==> src/rtl/aprb_pkg.sv <==
package aprb_pkg;

    localparam int DATA_W = 8;
    localparam logic ADDR_CTRL = 1'b0;
    localparam logic ADDR_STAT = 1'b1;

    // control register, bit 0 is the start / busy bit
    typedef struct packed {
        logic       rsvd;
        logic       settle_sel;
        logic [1:0] warm_sel;
        logic       repeat2;
        logic       blank;
        logic       dac_en;
        logic       trig;
    } ctrl_t;

    // status register, sense[0] blue, sense[1] green
    typedef struct packed {
        logic [2:0] rsvd_hi;
        logic       irq;
        logic       rsvd_lo;
        logic       present;
        logic [1:0] sense;
    } stat_t;

    typedef enum logic [1:0] {
        SQ_IDLE   = 2'd0,
        SQ_WARM   = 2'd1,
        SQ_SETTLE = 2'd2
    } seq_state_e;

    function automatic int warm_ticks(input logic [1:0] sel, input int base);
        return base << sel;
    endfunction

    function automatic int settle_clks(input logic sel, input int base);
        return sel ? (base * 2) : base;
    endfunction

endpackage

==> src/rtl/aprb_sync.sv <==
module aprb_sync #(
    parameter int W = 2
) (
    input  logic         clk,
    input  logic         rst,
    input  logic [W-1:0] d,
    output logic [W-1:0] q
);
    for (genvar i = 0; i < W; i++) begin : g_bit
        logic s1;
        logic s2;
        always_ff @(posedge clk) begin
            if (rst) begin
                s1 <= 1'b0;
                s2 <= 1'b0;
            end else begin
                s1 <= d[i];
                s2 <= s1;
            end
        end
        assign q[i] = s2;
    end
endmodule

==> src/rtl/aprb_timer.sv <==
module aprb_timer #(
    parameter int TICK_W = 6,
    parameter int CLK_W  = 8
) (
    input  logic              clk,
    input  logic              rst,
    input  logic              clear,
    input  logic              warm_run,
    input  logic              settle_run,
    input  logic              ms_tick,
    input  logic [TICK_W-1:0] warm_target,
    input  logic [CLK_W-1:0]  settle_target,
    output logic              warm_done,
    output logic              settle_done
);
    logic [TICK_W-1:0] tick_cnt;
    logic [CLK_W-1:0]  clk_cnt;

    assign warm_done   = (tick_cnt == warm_target);
    assign settle_done = (clk_cnt == CLK_W'(settle_target - 1'b1));

    always_ff @(posedge clk) begin
        if (rst || clear) begin
            tick_cnt <= '0;
        end else if (warm_run && ms_tick && !warm_done) begin
            tick_cnt <= tick_cnt + 1'b1;
        end
    end

    always_ff @(posedge clk) begin
        if (rst || clear) begin
            clk_cnt <= '0;
        end else if (settle_run && !settle_done) begin
            clk_cnt <= clk_cnt + 1'b1;
        end
    end
endmodule

==> src/rtl/aprb_seq.sv <==
module aprb_seq
    import aprb_pkg::*;
(
    input  logic clk,
    input  logic rst,
    input  logic start,
    input  logic repeat2,
    input  logic warm_done,
    input  logic settle_done,
    output logic busy,
    output logic timer_clear,
    output logic warm_run,
    output logic settle_run,
    output logic pass_end,
    output logic cycle_end
);
    seq_state_e state_q, state_n;
    logic       second_q;

    assign busy       = (state_q != SQ_IDLE);
    assign warm_run   = (state_q == SQ_WARM);
    assign settle_run = (state_q == SQ_SETTLE);
    assign pass_end   = settle_run && settle_done;
    assign cycle_end  = pass_end && (!repeat2 || second_q);

    always_comb begin
        state_n = state_q;
        unique case (state_q)
            SQ_IDLE:   if (start) state_n = SQ_WARM;
            SQ_WARM:   if (warm_done) state_n = SQ_SETTLE;
            SQ_SETTLE: if (pass_end) state_n = cycle_end ? SQ_IDLE : SQ_WARM;
            default:   state_n = SQ_IDLE;
        endcase
    end

    assign timer_clear = (state_n != state_q) || (state_q == SQ_IDLE);

    always_ff @(posedge clk) begin
        if (rst) begin
            state_q  <= SQ_IDLE;
            second_q <= 1'b0;
        end else begin
            state_q <= state_n;
            if (start || cycle_end) begin
                second_q <= 1'b0;
            end else if (pass_end) begin
                second_q <= 1'b1;
            end
        end
    end
endmodule

==> src/rtl/aprb_regs.sv <==
module aprb_regs
    import aprb_pkg::*;
(
    input  logic              clk,
    input  logic              rst,
    input  logic              wr_en,
    input  logic              wr_addr,
    input  logic [DATA_W-1:0] wr_data,
    input  logic              rd_addr,
    output logic [DATA_W-1:0] rd_data,
    input  logic              busy,
    input  logic              pass_end,
    input  logic              cycle_end,
    input  logic [1:0]        sense_q,
    output logic              start,
    output ctrl_t             ctrl_o,
    output stat_t             stat_o
);
    ctrl_t ctrl_q, ctrl_n;
    stat_t stat_q, stat_n;
    logic  saved_dac_q, saved_dac_n;
    logic  ctrl_wr;

    assign ctrl_wr = wr_en && (wr_addr == ADDR_CTRL) && !busy;
    assign start   = ctrl_wr && wr_data[0];

    always_comb begin
        ctrl_n      = ctrl_q;
        stat_n      = stat_q;
        saved_dac_n = saved_dac_q;
        if (ctrl_wr) begin
            ctrl_n      = ctrl_t'(wr_data);
            ctrl_n.trig = 1'b0;
            ctrl_n.rsvd = 1'b0;
            if (start) begin
                saved_dac_n = ctrl_n.dac_en;
                if (ctrl_n.blank) begin
                    ctrl_n.dac_en = 1'b0;
                end
            end
        end
        if (cycle_end && ctrl_q.blank) begin
            ctrl_n.dac_en = saved_dac_q;
        end
        if (wr_en && (wr_addr == ADDR_STAT) && wr_data[4]) begin
            stat_n.irq = 1'b0;
        end
        if (pass_end) begin
            stat_n.irq = 1'b1;
        end
        if (cycle_end) begin
            stat_n.sense   = sense_q;
            stat_n.present = |sense_q;
        end
    end

    always_ff @(posedge clk) begin
        if (rst) begin
            ctrl_q      <= '0;
            stat_q      <= '0;
            saved_dac_q <= 1'b0;
        end else begin
            ctrl_q      <= ctrl_n;
            stat_q      <= stat_n;
            saved_dac_q <= saved_dac_n;
        end
    end

    assign ctrl_o  = ctrl_q;
    assign stat_o  = stat_q;
    assign rd_data = (rd_addr == ADDR_CTRL) ? (ctrl_q | {{(DATA_W-1){1'b0}}, busy})
                                            : stat_q;
endmodule

==> src/rtl/analog_presence_probe.sv <==
module analog_presence_probe
    import aprb_pkg::*;
#(
    parameter int WARM_BASE_MS   = 5,
    parameter int SETTLE_BASE_CK = 64
) (
    input  logic              clk,
    input  logic              rst,
    input  logic              ms_tick,
    input  logic              sense_blue,
    input  logic              sense_green,
    input  logic              wr_en,
    input  logic              wr_addr,
    input  logic [DATA_W-1:0] wr_data,
    input  logic              rd_addr,
    output logic [DATA_W-1:0] rd_data,
    output logic              dac_on,
    output logic              irq
);
    localparam int TICK_W = $clog2(WARM_BASE_MS * 8 + 1);
    localparam int CLK_W  = $clog2(SETTLE_BASE_CK * 2 + 1);

    logic [1:0]        sense_q;
    logic              busy, start, pass_end, cycle_end;
    logic              timer_clear, warm_run, settle_run, warm_done, settle_done;
    logic [TICK_W-1:0] warm_target;
    logic [CLK_W-1:0]  settle_target;
    ctrl_t             ctrl_w;
    stat_t             stat_w;

    aprb_sync #(.W(2)) sync_i (
        .clk (clk),
        .rst (rst),
        .d   ({sense_green, sense_blue}),
        .q   (sense_q)
    );

    assign warm_target   = TICK_W'(warm_ticks(ctrl_w.warm_sel, WARM_BASE_MS));
    assign settle_target = CLK_W'(settle_clks(ctrl_w.settle_sel, SETTLE_BASE_CK));

    aprb_timer #(.TICK_W(TICK_W), .CLK_W(CLK_W)) timer_i (
        .clk           (clk),
        .rst           (rst),
        .clear         (timer_clear),
        .warm_run      (warm_run),
        .settle_run    (settle_run),
        .ms_tick       (ms_tick),
        .warm_target   (warm_target),
        .settle_target (settle_target),
        .warm_done     (warm_done),
        .settle_done   (settle_done)
    );

    aprb_seq seq_i (
        .clk         (clk),
        .rst         (rst),
        .start       (start),
        .repeat2     (ctrl_w.repeat2),
        .warm_done   (warm_done),
        .settle_done (settle_done),
        .busy        (busy),
        .timer_clear (timer_clear),
        .warm_run    (warm_run),
        .settle_run  (settle_run),
        .pass_end    (pass_end),
        .cycle_end   (cycle_end)
    );

    aprb_regs regs_i (
        .clk       (clk),
        .rst       (rst),
        .wr_en     (wr_en),
        .wr_addr   (wr_addr),
        .wr_data   (wr_data),
        .rd_addr   (rd_addr),
        .rd_data   (rd_data),
        .busy      (busy),
        .pass_end  (pass_end),
        .cycle_end (cycle_end),
        .sense_q   (sense_q),
        .start     (start),
        .ctrl_o    (ctrl_w),
        .stat_o    (stat_w)
    );

    assign dac_on = ctrl_w.dac_en;
    assign irq    = stat_w.irq;
endmodule

==> config.mk <==
export PLATFORM = sky130hd
export DESIGN_NAME = analog_presence_probe
export DESIGN_NICKNAME = d
export VERILOG_FILES = /design/src/rtl/aprb_pkg.sv /design/src/rtl/aprb_sync.sv /design/src/rtl/aprb_timer.sv /design/src/rtl/aprb_seq.sv /design/src/rtl/aprb_regs.sv /design/src/rtl/analog_presence_probe.sv
export SDC_FILE = /design/constraint.sdc
export NUM_CORES = 1
export LEC_CHECK = 0
export BUFFER_PORTS_ARGS = -buffer_cell sky130_fd_sc_hd__buf_2
export CORE_MARGIN = 1.5
export CORE_UTILIZATION = 36
export CTS_BUF_LIST = sky130_fd_sc_hd__clkbuf_8
export CTS_CLUSTER_DIAMETER = 80
export CTS_CLUSTER_SIZE = 40
export DETAILED_ROUTE_END_ITERATION = 8
export SYNTH_ARGS = -nofsm -noshare
export SYNTH_HDL_FRONTEND = slang
export SYNTH_SLANG_ARGS = --single-unit
==> constraint.sdc <==
create_clock -name clk -period 3.04 [get_ports clk]
set_clock_uncertainty 0.15 [all_clocks]
set_input_delay 0.152 -clock clk [delete_from_list [all_inputs] [get_ports clk]]
set_output_delay 0.152 -clock clk [all_outputs]
set_load 0.02 [all_outputs]
==> impl_metrics.py, run 1 <==
metrics = {
    "cts": {
        "cts-root-to-sink-buffers": 2,
        "cts.root.buffer_cell": "sky130_fd_sc_hd__clkbuf_8",
        "ctsHtreeMaxLevel": 2,
        "number_of_post_cts_setup_repair_buffers": 0,
        "worst_setup_hold_path_clk_slew_ns": 0.07,
        "tritoncts": "built",
        "cts-buffers-inserted": 5,
        "clock_latency_ns": 0.28,
        "cts_resizes": 0,
        "cts.sink_count": 32,
    },
    "layout": {
        "antenna_cell_count": 0,
        "areaGrowthSynthToFinish_pct": 19.6,
        "final_cell_count_no_fill": 265,
        "drive_above_1_share_pct": 24.4,
        "final_net_count": 230,
        "final_core_util_pct": 44.5,
    },
    "global_route": {
        "grt_util_all_layers_pct": 14.3,
        "first_global_vias": 1265,
        "grt-ovfl-total": 0,
        "pin_count_of_the_biggest_net_entering_global_routing": 19,
        "wire_length_of_the_first_global_routing_pass_um": 5680,
        "grt_antenna_before_repair": 0,
    },
    "synthesis": {
        "synth_cell_types": 49,
        "synthDominantAreaCellType": "sky130_fd_sc_hd__dfxtp_1",
        "synth_sequential_area_ratio_pct": 39.8,
        "ys_seq_elements": 32,
        "synthTopCellsByArea": "sky130_fd_sc_hd__dfxtp_1, sky130_fd_sc_hd__nor2_1, sky130_fd_sc_hd__nand2_1, sky130_fd_sc_hd__xor2_1, sky130_fd_sc_hd__mux2i_1",
        "netlist_top_cells_count": "sky130_fd_sc_hd__dfxtp_1, sky130_fd_sc_hd__nor2_1, sky130_fd_sc_hd__nand2_1",
        "synth_top_flop_cell": "sky130_fd_sc_hd__dfxtp_1",
        "async_flop_share_pct": 0,
        "number_of_flops_mapped_to_enable_cells_by_yosys": 0,
        "synth_largest_type_area_fraction_pct": 39.8,
        "avgSynthCellArea_um2": 8.88,
        "synth.yosys.warnings": 0,
        "synthesis.area_um2": 1610,
        "postSynthNetCount": 199,
        "postSynthCellCount": 181,
        "yosysMostFrequentCell": "sky130_fd_sc_hd__dfxtp_1",
    },
    "sta": {
        "hold_viol_final": 0,
        "setup_violations": 0,
        "timing.final.max_slew_violations": 0,
        "post-route-period-util_pct": 66.3,
        "accumulated_negative_setup_slack_ns": 0,
        "achievable-frequency_mhz": 496,
        "period_minus_slack_ns": 2.01,
        "unrepaired_setup_endpoints_after_global_routing": "false",
    },
    "setup_path": {
        "worst-r2r-setup-slack_ns": 1.03,
        "path_common_cell": "sky130_fd_sc_hd__nand2_1",
        "reg2reg_to": "regs_i.ctrl_o[1]",
        "critical-path-max-stage-delay_ns": 0.37,
        "endpoint_kind": "flop",
        "timing.setup.critical_path_class": "reg -> reg",
        "cp.arrival_ns": 2.03,
        "crit_path_cell_trace": "ha_1 -> nand2_1 -> nor4_2 -> nand2_1 -> nor2_1 -> a22o_1 -> a21oi_1",
        "worstSetupStartpointType": "flop",
        "reg2reg_from": "timer_i.clk_cnt[0]",
        "timing.critical_path.required_ns": 3.05,
        "r2r_cells": 7,
        "critPathSlowestCell": "sky130_fd_sc_hd__dfxtp_1",
        "crit_fanout": 5,
    },
    "floorplan": {
        "start_util_pct": 37.2,
        "die-width_um": 69.8,
        "floorplan_die_area_um2": 4880,
        "die_height_um": 69.8,
        "core_area_um2": 4320,
        "ioPinCount": 26,
        "placement_rows": 24,
    },
    "routing": {
        "wire_length_the_detailed_router_placed_on_met1_um": 1640,
        "average_wire_length_per_cell_after_detail_routing_um": 12.2,
        "detail_route.drc_violations": 0,
        "met3WireLength_um": 140,
        "maxUsedRoutingLayer": "met4",
        "met2_length_um": 1430,
        "firstDrtPassIters": 4,
        "detail_route.iter0.violations": 59,
        "ant_nets": 0,
        "via_per_inst": 5.01,
        "route.vias.total": 1327,
        "overall_routed_net_length_um": 3230,
    },
    "pwr": {
        "powerDensity_nw_per_um2": 430,
        "power_leakage_uw": 0.000728,
        "worst_ir_drop_vdd_mv": 0.234,
    },
    "place": {
        "dpl.cell_count": 249,
        "dpl.hpwl_um": 2260,
        "gpl_congestion": 0.818,
        "buffer_ports.inserted": 23,
    },
    "outcome": {
        "status": "finished clean",
    },
    "worst_hold_path": {
        "worstHoldPathType": "in -> reg",
        "worstHoldStart": "wr_data[0]",
        "hold_end": "regs_i.saved_dac_q",
        "hold_depth": 3,
    },
    "flow_run": {
        "cap_viol_max_count": 0,
    },
}
per-stage QoR:
step / hold slack [ns] / setup WS (ns) / total power (uW) / area [um2]
3_3_place_gp: 0.216 / 1.01 / 506 / 1760
3_5_place_dp: 0.221 / 1.03 / 507 / 1760
2_1_floorplan: 0.130 / 1.18 / 486 / 1610
6_report: 0.0265 / 1.03 / 827 / 1920
4_1_cts: 0.0180 / 1.02 / 836 / 1920
5_1_grt: 0.0426 / 0.841 / 858 / 1920
cells in the final DEF, fill, tap and decap left out, types with 2 or more instances in the layout:
cell                             n
sky130_fd_sc_hd__nor2b_1         9
sky130_fd_sc_hd__dfxtp_1        32
sky130_fd_sc_hd__a21oi_1        10
sky130_fd_sc_hd__o21ai_0         3
sky130_fd_sc_hd__xnor2_1         3
sky130_fd_sc_hd__clkbuf_8        5
sky130_fd_sc_hd__clkinv_2        2
sky130_fd_sc_hd__nand4_1         2
sky130_fd_sc_hd__nand2b_1        2
sky130_fd_sc_hd__nand3b_1        2
sky130_fd_sc_hd__nand2_1        19
sky130_fd_sc_hd__nor2_1         21
sky130_fd_sc_hd__mux2_2          3
sky130_fd_sc_hd__nor3_1          4
sky130_fd_sc_hd__a21o_1          2
sky130_fd_sc_hd__nand3_2         2
sky130_fd_sc_hd__and3_1          2
sky130_fd_sc_hd__a31oi_1         4
sky130_fd_sc_hd__xor2_1          7
sky130_fd_sc_hd__a21oi_2         2
sky130_fd_sc_hd__nand3_1        11
sky130_fd_sc_hd__dlygate4sd3_1   8
sky130_fd_sc_hd__inv_1           2
sky130_fd_sc_hd__buf_2          23
sky130_fd_sc_hd__ha_1            2
sky130_fd_sc_hd__mux2i_1         6
timing repair:
action,CTS,global route
hold buffers,8,0
endpoints found under the hold margin,8,0
endpoints found under the setup margin,0,0
where the power goes:
group          internal (uW)  switching (uW)
combinational           33.2            37.2
sequential               427            7.00
clock                    159             163
total                    619             207
registers in the layout, summed over array words and instances, names as in the netlist:
signal and count:
timer_i.clk_cnt 8, seq_i.second_q 1, regs_i.stat_o 4, timer_i.tick_cnt 6, seq_i.state_q 2, regs_i.ctrl_o 6
sync_i.g_bit.s2 2, sync_i.g_bit.s1 2, regs_i.saved_dac_q 1
kinds of logic after synthesis:
logic type | count (synthesis) | synth area share, %
AOI/OAI and AO/OA | 34 | 16.6
xor gates and xnor gates | 10 | 5.45
adders and majority gates | 2 | 1.56
buffers and inverters | 10 | 3.35
DFF | 32 | 39.8
muxes | 9 | 5.84
other | 1 | 0.233
and+or+nand+nor | 83 | 27.2
worst max-delay path: cells and delay by family (launching register included):
kind / cells / cell delay (ns)
simple gates: 4 / 0.94
flops: 1 / 0.37
fa+ha+maj: 1 / 0.20
compound gates: 2 / 0.24
metal layers:
metal | vias up | track usage, %
met5 | - | 0
met3 | 2 | 3.92
met1 | 607 | 19.0
met2 | 30 | 22.6
li1 | 688 | -
met4 | 0 | 4.49
area by class of cell:
| type | instances | area [um2] |
|---|---|---|
| well taps | 52 | 65.1 |
| fillers | 447 | 2400 |
| repair buffers | 32 | 203 |
| inverters | 2 | 7.51 |
| multi-input cells | 139 | 920 |
| clock buffers | 5 | 68.8 |
| clock inverters | 3 | 18.8 |
| flip-flops and latches | 32 | 641 |
worst max path at each step:
| stage | slack, ns | startpoint | cells after the start | to |
|---|---|---|---|---|
| after floorplan | 1.18 | timer_i.clk_cnt[0] | 7 | timer_i.clk_cnt[5] |
| after global placement | 1.01 | timer_i.clk_cnt[0] | 7 | regs_i.ctrl_o[1] |
| after detailed placement | 1.03 | timer_i.clk_cnt[0] | 7 | regs_i.ctrl_o[1] |
| after CTS | 1.02 | timer_i.clk_cnt[0] | 7 | regs_i.ctrl_o[1] |
| after global routing | 0.84 | timer_i.clk_cnt[0] | 7 | regs_i.ctrl_o[1] |
| final | 1.03 | timer_i.clk_cnt[0] | 7 | regs_i.ctrl_o[1] |
(Power assumes the default switching activity.)
==> run 2, diff against run 1 <==
- clock period: 3.04 -> 1.9 ns (I/O delays scaled with it)
==> impl_metrics.py, run 2 (synthesis results as in run 1) <==
metrics = {
    "layout": {
        "antenna_cell_count": 0,
        "final_net_count": 249,
        "final_core_util_pct": 50.1,
        "final_cell_count_no_fill": 284,
        "mostFrequentLayoutCells": "sky130_fd_sc_hd__dfxtp_1, sky130_fd_sc_hd__buf_2, sky130_fd_sc_hd__nor2_1",
        "largest_register_ff_count": 8,
        "layout_commonest_cell": "sky130_fd_sc_hd__dfxtp_1",
        "largest_register": "timer_i.clk_cnt",
        "areaGrowthSynthToFinish_pct": 34.6,
        "finish.instance_area_um2": 2160,
        "drive_above_1_share_pct": 33.6,
    },
    "sta": {
        "fin_hold_ws_ns": -0.00439,
        "timing.final.max_slew_violations": 0,
        "period_minus_slack_ns": 1.81,
        "hold_viol_final": 1,
        "achievable-frequency_mhz": 554,
        "setup_violations": 0,
        "accumulated_negative_setup_slack_ns": 0,
        "post-route-period-util_pct": 95.0,
    },
    "flow_run": {
        "cap_viol_max_count": 0,
    },
    "setup_path": {
        "timing.critical_path.required_ns": 1.91,
        "cp.arrival_ns": 1.82,
        "critPathSlowestCell": "sky130_fd_sc_hd__dfxtp_2",
        "worstSetupStartpointType": "flop",
        "worst-path-buf-inv": 0,
        "reg2reg_from": "timer_i.clk_cnt[1]",
        "r2r_cells": 7,
        "endpoint_kind": "flop",
        "timing.setup.critical_path_class": "reg -> reg",
        "crit_fanout": 4,
        "critical-path-max-stage-delay_ns": 0.36,
        "reg2reg_to": "regs_i.stat_o[2]",
        "crit_path_cell_trace": "ha_4 -> nand2_2 -> nor4_4 -> nand2_2 -> or2_2 -> nor3_1 -> nor3_1",
        "critical-path-top-delay-family": "simple AND/OR/NAND/NOR gates",
        "worst-r2r-setup-slack_ns": 0.09,
    },
    "cts": {
        "cts.root.buffer_cell": "sky130_fd_sc_hd__clkbuf_8",
        "ctsHtreeMaxLevel": 2,
        "tritoncts": "built",
        "cts.sink_count": 32,
        "clock_latency_ns": 0.28,
        "cts-buffers-inserted": 5,
        "worst_setup_hold_path_clk_slew_ns": 0.07,
        "cts-root-to-sink-buffers": 2,
    },
    "routing": {
        "detail_route.iter0.violations": 64,
        "overall_routed_net_length_um": 3650,
        "firstDrtPassIters": 4,
        "ant_nets": 0,
        "route.vias.total": 1423,
        "average_wire_length_per_cell_after_detail_routing_um": 12.8,
        "via_per_inst": 5.01,
        "detail_route.drc_violations": 0,
    },
    "floorplan": {
        "floorplan_die_area_um2": 4880,
        "die-width_um": 69.8,
        "ioPinCount": 26,
        "die_height_um": 69.8,
        "placement_rows": 24,
        "core_area_um2": 4320,
        "start_util_pct": 37.2,
    },
    "place": {
        "dpl.cell_count": 261,
        "gpl_congestion": 0.892,
        "buffer_ports.inserted": 23,
        "dpl.hpwl_um": 2410,
        "place_area_um2": 1850,
    },
    "global_route": {
        "grt-ovfl-total": 0,
        "grt_util_met2_pct": 23.3,
        "grt_antenna_before_repair": 0,
        "wire_length_of_the_first_global_routing_pass_um": 5870,
        "use_met1_pct": 19.8,
        "grt_util_all_layers_pct": 15.1,
        "grt_busiest_layer": "met2",
        "grt_util_met3_pct": 4.07,
        "first_global_vias": 1349,
        "pin_count_of_the_biggest_net_entering_global_routing": 19,
    },
    "worst_hold_path": {
        "worstHoldStart": "ms_tick",
        "worstHoldPathType": "in -> reg",
        "hold_end": "timer_i.tick_cnt[0]",
        "hold_depth": 3,
    },
    "outcome": {
        "status": "finished with violations",
        "violations_in_the_final_reports": "negative hold slack",
    },
    "pwr": {
        "power_leakage_uw": 0.000834,
        "worst_ir_drop_vdd_mv": 0.372,
        "powerDensity_nw_per_um2": 679,
    },
}
[run 2: area by class of cell]
cell class / count / area [um2]
inverters: 2 / 7.51
flip-flops and latches: 32 / 647
multi-input cells: 140 / 980
fillers: 438 / 2160
well taps: 52 / 65.1
repair buffers: 50 / 358
clock inverters: 3 / 38.8
clock buffers: 5 / 68.8
[run 2: metal layers]
| layer | wire (um) | vias to the layer above |
|---|---|---|
| met4 | 53 | 0 |
| met3 | 103 | 6 |
| met1 | 1800 | 668 |
| met5 | 0 | - |
| li1 | - | 731 |
| met2 | 1690 | 18 |
[run 2: worst max path at each step]
stage	slack, ns	endpoint	cells after the start	startpoint
3_3_place_gp	0.0006	regs_i.stat_o[2]	7	timer_i.clk_cnt[0]
4_1_cts	0.005	regs_i.stat_o[2]	7	timer_i.clk_cnt[1]
6_report	0.09	regs_i.stat_o[2]	7	timer_i.clk_cnt[1]
5_1_grt	-0.0004	timer_i.clk_cnt[1]	7	regs_i.ctrl_o[5]
3_5_place_dp	-0.03	regs_i.stat_o[2]	7	timer_i.clk_cnt[1]
2_1_floorplan	0.04	timer_i.clk_cnt[5]	7	timer_i.clk_cnt[0]
[run 2: tightest hold or removal path, cell delays in order]
cell,delay (ns)
sky130_fd_sc_hd__buf_2,0.16
sky130_fd_sc_hd__nand3b_1,0.09
sky130_fd_sc_hd__a21oi_1,0.05
[run 2: power breakdown]
group	internal (uW)	switching (uW)	total [uW]	leakage (uW)
Clock	384	255	639	0.0000593
Combinational	69.3	65.8	135	0.000513
Sequential	683	11.6	695	0.000262
Total	1140	333	1470	0.000834
[run 2: stage by stage]
step                      total power (uW)  worst slack [ns]
after global routing                  1520         -0.000436
after CTS                             1470           0.00459
final                                 1470            0.0949
after detailed placement               814           -0.0347
after floorplan                        778            0.0444
after global placement                 814          0.000559
[run 2: what timing repair did]
item / 4_1_cts / 5_1_grt
setup endpoints to repair: 4 / 18
setup buffers: 0 / 3
hold endpoints to repair: 9 / 0
hold buffers: 11 / 0
pin swaps: 0 / 5
gates resized for setup: 2 / 13
gates cloned: 0 / 1
